[src/rtl/lwf_pkg.sv]
package lwf_pkg;
  localparam int PAYLOAD_W = 29;
  localparam int ALT_POS   = 27;
  localparam int SIDE_W    = 2;
  localparam int WORD_W    = PAYLOAD_W + SIDE_W + 1;

  typedef struct packed {
    logic fwd;
    logic aud;
  } side_bits_t;
endpackage

[src/rtl/lwf_payload_mux.sv]
module lwf_payload_mux #(
  parameter int PAYLOAD_W = lwf_pkg::PAYLOAD_W,
  parameter int ALT_POS   = lwf_pkg::ALT_POS
) (
  input  logic                 clk,
  input  logic                 rst_n,
  input  logic [PAYLOAD_W-1:0] pix_data,
  input  logic                 alt_sel,
  input  logic                 alt_pin,
  output logic [PAYLOAD_W-1:0] payload
);
  for (genvar i = 0; i < PAYLOAD_W; i++) begin : g_bit
    if (i == ALT_POS) begin : g_alt
      assign payload[i] = alt_sel ? alt_pin : pix_data[i];
    end else begin : g_pass
      assign payload[i] = pix_data[i];
    end
  end

  assert_alt_slot_pin_R2: assert property (@(posedge clk) disable iff (!rst_n)
    alt_sel |-> payload[ALT_POS] == alt_pin);
  assert_alt_slot_lane_R2: assert property (@(posedge clk) disable iff (!rst_n)
    !alt_sel |-> payload[ALT_POS] == pix_data[ALT_POS]);
endmodule

[src/rtl/lwf_side_bits.sv]
module lwf_side_bits (
  input  logic                 clk,
  input  logic                 rst_n,
  input  logic                 aud_cfg_wr,
  input  logic                 aud_cfg_val,
  input  logic                 aud_bit,
  input  logic                 ctl_pin,
  input  logic                 fwd_bit,
  output lwf_pkg::side_bits_t  side,
  output logic                 aud_active
);
  logic aud_mode_q;

  always_ff @(posedge clk or negedge rst_n) begin
    if (!rst_n)          aud_mode_q <= 1'b1;
    else if (aud_cfg_wr) aud_mode_q <= aud_cfg_val;
  end

  assign aud_active = aud_mode_q;
  assign side.aud   = aud_mode_q ? aud_bit : ctl_pin;
  assign side.fwd   = fwd_bit;

  // the mode register follows its strobe and holds otherwise
  assert_mode_load_R5: assert property (@(posedge clk) disable iff (!rst_n)
    (rst_n && aud_cfg_wr) |=> aud_active == $past(aud_cfg_val));
  assert_mode_hold_R5: assert property (@(posedge clk) disable iff (!rst_n)
    (rst_n && !aud_cfg_wr) |=> $stable(aud_active));
endmodule

[src/rtl/lwf_word_reg.sv]
module lwf_word_reg #(
  parameter int PAYLOAD_W = lwf_pkg::PAYLOAD_W,
  parameter int WORD_W    = PAYLOAD_W + 3
) (
  input  logic                 clk,
  input  logic                 rst_n,
  input  logic                 frame_en,
  input  logic [PAYLOAD_W-1:0] payload,
  input  lwf_pkg::side_bits_t  side,
  output logic [WORD_W-1:0]    out_word,
  output logic                 out_valid
);
  function automatic logic even_fill(input logic [WORD_W-2:0] body);
    logic p;
    p = 1'b0;
    for (int k = 0; k < WORD_W - 1; k++) p = p ^ body[k];
    return p;
  endfunction

  logic [WORD_W-2:0] body;
  logic              par_bit;

  assign body    = {side.fwd, side.aud, payload};
  assign par_bit = even_fill(body);

  always_ff @(posedge clk or negedge rst_n) begin
    if (!rst_n) begin
      out_word  <= '0;
      out_valid <= 1'b0;
    end else begin
      out_valid <= frame_en;
      if (frame_en) out_word <= {par_bit, body};
    end
  end

  assert_even_parity_R7: assert property (@(posedge clk) disable iff (!rst_n)
    out_valid |-> ($countones(out_word) % 2) == 0);
  assert_capture_valid_R8: assert property (@(posedge clk) disable iff (!rst_n)
    (rst_n && frame_en) |=> out_valid);
  assert_idle_hold_R8: assert property (@(posedge clk) disable iff (!rst_n)
    (rst_n && !frame_en) |=> (!out_valid && $stable(out_word)));
endmodule

[src/rtl/link_word_framer.sv]
module link_word_framer #(
  parameter int PAYLOAD_W = lwf_pkg::PAYLOAD_W,
  parameter int ALT_POS   = lwf_pkg::ALT_POS,
  localparam int WORD_W   = PAYLOAD_W + 3
) (
  input  logic                 clk,
  input  logic                 rst_n,
  input  logic                 frame_en,
  input  logic [PAYLOAD_W-1:0] pix_data,
  input  logic                 alt_sel,
  input  logic                 alt_pin,
  input  logic                 aud_cfg_wr,
  input  logic                 aud_cfg_val,
  input  logic                 aud_bit,
  input  logic                 ctl_pin,
  input  logic                 fwd_bit,
  output logic [WORD_W-1:0]    out_word,
  output logic                 out_valid
);
  logic [PAYLOAD_W-1:0] payload;
  lwf_pkg::side_bits_t  side;
  logic                 aud_active;

  lwf_payload_mux #(.PAYLOAD_W(PAYLOAD_W), .ALT_POS(ALT_POS)) u_payload (
    .clk(clk), .rst_n(rst_n), .pix_data(pix_data),
    .alt_sel(alt_sel), .alt_pin(alt_pin), .payload(payload));

  lwf_side_bits u_side (
    .clk(clk), .rst_n(rst_n), .aud_cfg_wr(aud_cfg_wr), .aud_cfg_val(aud_cfg_val),
    .aud_bit(aud_bit), .ctl_pin(ctl_pin), .fwd_bit(fwd_bit),
    .side(side), .aud_active(aud_active));

  lwf_word_reg #(.PAYLOAD_W(PAYLOAD_W), .WORD_W(WORD_W)) u_word (
    .clk(clk), .rst_n(rst_n), .frame_en(frame_en), .payload(payload),
    .side(side), .out_word(out_word), .out_valid(out_valid));

  assert_audio_slot_R3: assert property (@(posedge clk) disable iff (!rst_n)
    (rst_n && frame_en && aud_active) |=> out_word[PAYLOAD_W] == $past(aud_bit));
  assert_ctl_fallback_R4: assert property (@(posedge clk) disable iff (!rst_n)
    (rst_n && frame_en && !aud_active) |=> out_word[PAYLOAD_W] == $past(ctl_pin));
  assert_fwd_slot_R6: assert property (@(posedge clk) disable iff (!rst_n)
    (rst_n && frame_en) |=> out_word[PAYLOAD_W+1] == $past(fwd_bit));
endmodule

[config.mk]
export PLATFORM = sky130hd
export DESIGN_NAME = link_word_framer
export DESIGN_NICKNAME = d
export VERILOG_FILES = /design/src/rtl/lwf_pkg.sv /design/src/rtl/lwf_payload_mux.sv /design/src/rtl/lwf_side_bits.sv /design/src/rtl/lwf_word_reg.sv /design/src/rtl/link_word_framer.sv
export SDC_FILE = /design/constraint.sdc
export NUM_CORES = 1
export LEC_CHECK = 0
export CAP_MARGIN = 30
export CORE_AREA = 2 2 63 65
export CTS_CLUSTER_SIZE = 40
export DETAILED_ROUTE_END_ITERATION = 16
export DIE_AREA = 0 0 65 67
export GPL_ROUTABILITY_DRIVEN = 0
export HOLD_SLACK_MARGIN = 0.08
export PLACE_DENSITY = 0.84
export SKIP_LAST_GASP = 1
export SLEW_MARGIN = 15
export SYNTH_ARGS = -nofsm -noshare
export SYNTH_HDL_FRONTEND = slang
export SYNTH_SLANG_ARGS = --single-unit
export TNS_END_PERCENT = 100
[constraint.sdc]
create_clock -name clk -period 3.25 [get_ports clk]
set_input_delay 0.8125 -clock clk [delete_from_list [all_inputs] [get_ports clk]]
set_output_delay 0.8125 -clock clk [all_outputs]
set_load 0.01 [all_outputs]
==> impl_metrics.sql, run 1 <==
INSERT INTO impl_metrics (metric_group, metric, value, unit) VALUES
('yosys', 'synthesis.yosys.warnings', '0', ''),
('yosys', 'synth_top_area_cell', 'sky130_fd_sc_hd__dfrtp_1', ''),
('setup_path', 'worst-endpoint-required', '3.41', 'ns'),
('drt', 'number_of_nets_with_antenna_violations_after_routing', '0', ''),
('yosys', 'ys_ff_latch', '34', ''),
('clocking', 'cts_made_buffers', '5', ''),
('timing', 'worst-slew-pin-transition', '0.435', 'ns'),
('setup_path', 'max_incr_delay_on_cp', '0.44', 'ns'),
('yosys', 'yosysMostFrequentCell', 'sky130_fd_sc_hd__dfrtp_1', ''),
('timing', 'timing.slew.headroom', '0.710', ''),
('setup_path', 'critPathMaxFanout', '2', ''),
('global_routing', 'globalRoute.totalOverflow', '0', ''),
('finish', 'drive_above_1_share', '0.227', ''),
('finish', 'antenna-diode-count', '0', ''),
('finish', 'fin_cells', '229', ''),
('yosys', 'mappedNetlistArea', '1530', 'um^2'),
('timing', 'max_freq', '409', 'MHz'),
('global_routing', 'grt_pass1_vias', '1172', ''),
('clocking', 'clock_sink_count', '34', ''),
('setup_path', 'timing.critical_path.from_type', 'input port', ''),
('run_status', 'status', 'finished clean', ''),
('finish', 'synthToLayoutAreaGrowth', '56.5', '%'),
('finish', 'finish.net_count', '219', ''),
('power_and_ir_drop', 'vdd.ir_drop.worst', '0.324', 'mV'),
('drt', 'viasPerCell', '4.57', ''),
('setup_path', 'critical_path.cell_chain', 'clkdlybuf4s50_1 -> xnor2_1 -> xnor2_1 -> xnor2_1 -> xnor3_1 -> xnor2_1 -> mux2_4', ''),
('floorplan', 'floorplan.initialDensity', '0.423', ''),
('drt', 'drt-pass1-iter-count', '4', ''),
('yosys', 'synth_top_cells_by_area', 'sky130_fd_sc_hd__dfrtp_1, sky130_fd_sc_hd__mux2_2, sky130_fd_sc_hd__xnor2_1', ''),
('timing', 'setup_repair_after_global_routing_missed_its_margin', 'no', ''),
('floorplan', 'rows', '22', ''),
('min_path', 'hold_class', 'reg2reg', ''),
('drt', 'postRouteWirelength', '3360', 'um'),
('global_routing', 'grt_start_max_net_pins', '36', ''),
('drt', 'detailroute.via_count', '1047', ''),
('setup_path', 'worst-setup-path-type', 'in2reg', ''),
('placed_design', 'placedCellCount', '221', ''),
('timing', 'finalSetupViolations', '0', ''),
('setup_path', 'setup_crit_end_kind', 'flop', ''),
('clocking', 'clock_latency_reported_for_the_late_side_of_the_worst_skew_pair', '0.28', 'ns'),
('timing', 'worst_clock_skew', '0.000503', 'ns'),
('yosys', 'synth_top_area_share', '0.541', ''),
('clocking', 'htree_levels', '2', ''),
('placed_design', 'dp_worst_setup_slack', '0.491', 'ns'),
('yosys', 'sequential_fraction_of_the_synthesis_area', '0.559', ''),
('yosys', 'synth_top_flop_cell', 'sky130_fd_sc_hd__dfrtp_1', ''),
('flow_run', 'maxCapViolations', '0', ''),
('timing', 'final.min_clock_period', '2.44', 'ns'),
('yosys', 'synthTopCellsByCount', 'sky130_fd_sc_hd__dfrtp_1, sky130_fd_sc_hd__mux2_2, sky130_fd_sc_hd__xnor2_1', ''),
('drt', 'drc_errors', '0', ''),
('yosys', 'number_of_enable_flip_flop_cells_after_synthesis', '0', ''),
('floorplan', 'top_level_ports', '72', ''),
('floorplan', 'dieWidth', '65', 'um'),
('power_and_ir_drop', 'fin_total_pwr', '1.19', 'mW'),
('floorplan', 'area_enclosed_by_the_die_boundary', '4360', 'um^2'),
('finish', 'num-fill-cells', '278', ''),
('drt', 'drt_iter0_drc', '43', ''),
('clocking', 'cts_setup_buffers', '0', ''),
('timing', 'count_of_pins_over_their_slew_limit', '0', ''),
('yosys', 'synthDistinctLibCells', '12', ''),
('placed_design', 'placement.io_buffers', '71', ''),
('setup_path', 'most_frequent_cell_on_critical_path', 'sky130_fd_sc_hd__xnor2_1', ''),
('timing', 'setup-tns-final', '0', 'ns'),
('timing', 'min_period_over_period', '0.752', ''),
('yosys', 'ys_async_sr_fraction', '1.00', ''),
('placed_design', 'dp_hpwl', '2630', 'um'),
('global_routing', 'grt_antenna_before_repair', '0', ''),
('clocking', 'clockRootBuffer', 'sky130_fd_sc_hd__clkbuf_8', ''),
('yosys', 'synthesis.area_per_instance', '14.7', 'um^2'),
('yosys', 'postSynthCellCount', '104', ''),
('global_routing', 'grt_first_pass_wirelength', '5610', 'um');
==> cells by family after synthesis <==
family	count (synthesis)	synth area share
buf+inv	4	0.00985
mux	33	0.244
simple gates	2	0.00492
xor+xnor	29	0.176
compound gates	2	0.00656
flops	34	0.559
==> sequential cells by signal (all words and copies together), names as in the netlist <==
register and cells:
u_side.aud_active 1, u_word.out_valid 1, u_word.out_word 32
==> cell usage in the layout (no fill, tap or decap), drive strengths merged <==
cell,Yosys,routed
a21oi,2,2
buf,2,2
clkbuf,2,7
clkdlybuf4s50,0,71
clkinv,0,1
dfrtp,33,33
dfstp,1,1
mux2,31,31
mux2i,2,2
nor2,2,2
xnor2,25,25
xnor3,1,1
xor2,3,3
==> routing by layer <==
metal | share of wire | track usage | vias up
met5 | 0 | 0 | -
met4 | 0.014 | 0.0718 | 0
met3 | 0.058 | 0.0253 | 5
met2 | 0.54 | 0.336 | 44
met1 | 0.39 | 0.185 | 499
li1 | - | - | 499
==> power breakdown <==
part           switching, mW  total [mW]  internal (mW)
registers             0.0256       0.498          0.472
clock network          0.140       0.311          0.171
logic                  0.135       0.379          0.243
==> path summary, 6_finish.rpt <==
kind / slack [ns] / startpoint / endpoint / depth (start not counted)
max: 0.81 / pix_data[26] / u_word.out_word[31]$_DFFE_PN0P_ / 7
min: 0.51 / u_word.out_word[17]$_DFFE_PN0P_ / u_word.out_word[17]$_DFFE_PN0P_ / 1
max reg2reg: 1.31 / u_side.aud_active$_DFFE_PN1P_ / u_word.out_word[31]$_DFFE_PN0P_ / 6
min reg2reg: 0.51 / u_word.out_word[17]$_DFFE_PN0P_ / u_word.out_word[17]$_DFFE_PN0P_ / 1
max in group asynchronous: 1.98 / rst_n / u_side.aud_active$_DFFE_PN1P_ / 2
min in group asynchronous: 0.94 / rst_n / u_word.out_word[4]$_DFFE_PN0P_ / 2
==> critical path, delay by kind of cell <==
kind      cells  cell delay (ns)
mux           1             0.26
xor+xnor      5             1.10
buf+inv       1             0.44
==> stage by stage <==
stage          utilization  hold slack, ns  cell area (um^2)
2_1_floorplan            -           0.517              1530
3_3_place_gp         0.637           0.488              2300
3_5_place_dp         0.637           0.498              2300
4_1_cts              0.662           0.513              2390
5_1_grt              0.662           0.526              2390
6_report             0.662           0.510              2390
==> area by class of cell <==
cell class                      instances  area, um^2  share of cell area
Multi-Input combinational cell         66         658               0.276
Timing Repair Buffer                   73         726               0.304
Clock inverter                          1        5.00             0.00210
Clock buffer                            7        86.3              0.0362
Sequential cell                        34         852               0.357
Tap cell                               48        60.1              0.0252
No activity file was read; power rests on OpenSTA's default activity.
==> run 2: changes to the inputs <==
Settings changed: CORE_AREA 2 2 63 65 to 2 2 65 67, DIE_AREA 0 0 65 67 to 0 0 67 69, PLACE_DENSITY 0.84 to 0.8.
Clock period 3.25 ns to 2.5 ns, I/O delays scaled along.
==> impl_metrics.sql, run 2 (synthesized netlist as in run 1, its figures left out) <==
INSERT INTO impl_metrics (metric_group, metric, value, unit) VALUES
('run_status', 'status', 'finished clean', ''),
('clocking', 'cts_made_buffers', '5', ''),
('clocking', 'clockRootBuffer', 'sky130_fd_sc_hd__clkbuf_8', ''),
('setup_path', 'worst-endpoint-required', '2.67', 'ns'),
('drt', 'postRouteWirelength', '3240', 'um'),
('global_routing', 'globalRoute.totalOverflow', '0', ''),
('finish', 'registers.top_by_ff_count', 'u_word.out_word', ''),
('power_and_ir_drop', 'internal_pwr_total', '1.13', 'mW'),
('timing', 'count_of_pins_over_their_slew_limit', '0', ''),
('placed_design', 'dp_worst_setup_slack', '-0.0696', 'ns'),
('flow_run', 'maxCapViolations', '0', ''),
('clocking', 'clock_tree.buffer_depth', '2', ''),
('drt', 'viasPerCell', '4.57', ''),
('power_and_ir_drop', 'power_frac_seq', '0.429', ''),
('clocking', 'path_clk_slew', '0.07', 'ns'),
('timing', 'setup_repair_after_global_routing_missed_its_margin', 'no', ''),
('timing', 'worst-slew-pin-transition', '0.758', 'ns'),
('setup_path', 'reg2reg_from', 'u_side.aud_active$_DFFE_PN1P_', ''),
('floorplan', 'rows', '23', ''),
('setup_path', 'worst-setup-path-type', 'in2reg', ''),
('floorplan', 'floorplan.initialDensity', '0.390', ''),
('timing', 'final.min_clock_period', '2.26', 'ns'),
('power_and_ir_drop', 'powerDensity', '633', 'nW/um^2'),
('clocking', 'post_cts_hold_buffer_count', '0', ''),
('timing', 'final.setup.worst_slack', '0.237', 'ns'),
('drt', 'detailroute.via_count', '1050', ''),
('clocking', 'tritoncts', 'yes', ''),
('floorplan', 'dieWidth', '67', 'um'),
('global_routing', 'grt_first_pass_wirelength', '5350', 'um'),
('clocking', 'ctsResizeCount', '0', ''),
('power_and_ir_drop', 'power.share.combinational', '0.322', ''),
('placed_design', 'placed_cell_area', '2300', 'um^2'),
('finish', 'layout.area.seq', '852', 'um^2'),
('finish', 'finish.net_count', '218', ''),
('setup_path', 'crit-reg2reg-capture', 'u_word.out_word[31]$_DFFE_PN0P_', ''),
('setup_path', 'setup_crit_end_kind', 'flop', ''),
('clocking', 'htree_levels', '2', ''),
('finish', 'final_cell_mix', 'sky130_fd_sc_hd__clkdlybuf4s50_1, sky130_fd_sc_hd__dfrtp_1, sky130_fd_sc_hd__mux2_2, sky130_fd_sc_hd__xnor2_1, sky130_fd_sc_hd__clkbuf_8', ''),
('setup_path', 'critPathMaxFanout', '2', ''),
('clocking', 'cts_setup_buffers', '0', ''),
('finish', 'drive_above_1_share', '0.217', ''),
('power_and_ir_drop', 'power.static_leakage', '0.947', 'nW'),
('floorplan', 'fp.coreArea', '3910', 'um^2'),
('power_and_ir_drop', 'power.switching_fraction', '0.250', ''),
('placed_design', 'placement.io_buffers', '71', ''),
('finish', 'multi_input_comb_area', '658', 'um^2'),
('drt', 'drc_errors', '0', ''),
('setup_path', 'critPathSlowestCell', 'sky130_fd_sc_hd__clkdlybuf4s50_1', ''),
('power_and_ir_drop', 'vdd.ir_drop.worst', '0.420', 'mV'),
('setup_path', 'most_frequent_cell_on_critical_path', 'sky130_fd_sc_hd__xnor2_1', ''),
('drt', 'number_of_nets_with_antenna_violations_after_routing', '0', ''),
('timing', 'min_period_over_period', '0.905', ''),
('global_routing', 'grt_start_max_net_pins', '36', ''),
('drt', 'avgRoutedWirePerCell', '14.1', 'um'),
('clocking', 'clock_sink_count', '34', ''),
('finish', 'layout.cells.most_common', 'sky130_fd_sc_hd__clkdlybuf4s50_1', ''),
('timing', 'finalSetupViolations', '0', ''),
('drt', 'drt-pass1-iter-count', '2', ''),
('finish', 'final_cell_area', '2380', 'um^2'),
('setup_path', 'cp_data_arrival_time', '2.43', 'ns'),
('floorplan', 'top_level_ports', '72', ''),
('placed_design', 'dp_hpwl', '2510', 'um'),
('timing', 'worst_clock_skew', '0.00442', 'ns'),
('finish', 'num-fill-cells', '328', ''),
('floorplan', 'area_enclosed_by_the_die_boundary', '4620', 'um^2'),
('min_path', 'hold_class', 'in2async', ''),
('global_routing', 'track_usage', '0.151', ''),
('timing', 'timing.slew.headroom', '0.495', ''),
('global_routing', 'grt_antenna_before_repair', '0', ''),
('setup_path', 'rr_worst_depth', '6', ''),
('finish', 'finalCoreUtilization', '0.608', ''),
('setup_path', 'max_incr_delay_on_cp', '0.44', 'ns'),
('global_routing', 'grt_pass1_vias', '1176', ''),
('finish', 'antenna-diode-count', '0', ''),
('timing', 'max_freq', '442', 'MHz'),
('setup_path', 'timing.critical_path.from_type', 'input port', ''),
('timing', 'hold_viol_final', '0', ''),
('setup_path', 'critical_path.cell_chain', 'clkdlybuf4s50_1 -> xnor2_1 -> xnor2_1 -> xnor2_1 -> xnor3_1 -> xnor2_1 -> mux2_4', ''),
('drt', 'drt_iter0_drc', '21', ''),
('power_and_ir_drop', 'total_switching_power', '0.377', 'mW'),
('power_and_ir_drop', 'fin_total_pwr', '1.51', 'mW'),
('finish', 'synthToLayoutAreaGrowth', '55.9', '%'),
('finish', 'largest_register_ff_count', '32', ''),
('setup_path', 'setup_slack_of_the_most_critical_reg_to_reg_path', '0.62', 'ns'),
('floorplan', 'die_h', '69', 'um'),
('clocking', 'clock_latency_reported_for_the_late_side_of_the_worst_skew_pair', '0.28', 'ns'),
('power_and_ir_drop', 'clockPowerShare', '0.249', '');
## run 2: changes by cell type in the layout (fill, tap and decap cells not counted)
cell,before,now
sky130_fd_sc_hd__buf_4,2,0
sky130_fd_sc_hd__clkbuf_1,1,3
sky130_fd_sc_hd__clkbuf_8,6,5
sky130_fd_sc_hd__buf_12,0,1
sky130_fd_sc_hd__clkinv_2,1,0
sky130_fd_sc_hd__buf_2,0,1
sky130_fd_sc_hd__clkdlybuf4s50_1,71,70
## run 2: worst max-delay path by stage
stage / startpoint / endpoint / cells past startpoint
finish: pix_data[5] / u_word.out_word[31]$_DFFE_PN0P_ / 7
global route: pix_data[3] / u_word.out_word[31]$_DFFE_PN0P_ / 7
CTS: pix_data[5] / u_word.out_word[31]$_DFFE_PN0P_ / 7
detailed placement: pix_data[5] / u_word.out_word[31]$_DFFE_PN0P_ / 7
global placement: pix_data[16] / u_word.out_word[31]$_DFFE_PN0P_ / 7
floorplan: pix_data[3] / u_word.out_word[31]$_DFFE_PN0P_ / 6
## run 2: power by group through the flow
stage	sequential, mW	combinational (mW)	clock [mW]
2_1_floorplan	0.683	0.227	0
3_5_place_dp	0.655	0.492	0
5_1_grt	0.654	0.520	0.426
3_3_place_gp	0.653	0.478	0
6_report	0.646	0.484	0.375
4_1_cts	0.647	0.492	0.396
## run 2: metal layers
metal / GRT usage / up-vias / wire length, um / share of wire
li1: - / 501 / - / -
met4: 0.0295 / 0 / 45 / 0.014
met3: 0.0604 / 4 / 244 / 0.075
met5: 0 / - / 0 / 0
met2: 0.263 / 41 / 1760 / 0.54
met1: 0.172 / 504 / 1190 / 0.37
## run 2: cell type report
| cell class | instances | share of cell area |
|---|---|---|
| Tap cell | 50 | 0.0263 |
| Sequential cell | 34 | 0.358 |
| Timing Repair Buffer | 72 | 0.305 |
| Clock buffer | 8 | 0.0337 |
| Multi-Input combinational cell | 66 | 0.277 |
## run 2: metrics by stage
step	setup TNS [ns]	hold slack [ns]	std cells
2_1_floorplan	0	0.329	104
3_3_place_gp	-0.0261	0.490	222
3_5_place_dp	-0.0696	0.495	222
4_1_cts	0	0.441	230
5_1_grt	0	0.477	230
6_report	0	0.419	230
## run 2: worst max-delay path: cells and delay by family
family	cells	cell delay, ns
xor gates and xnor gates	5	1.11
buffers and inverters	1	0.44
muxes	1	0.25
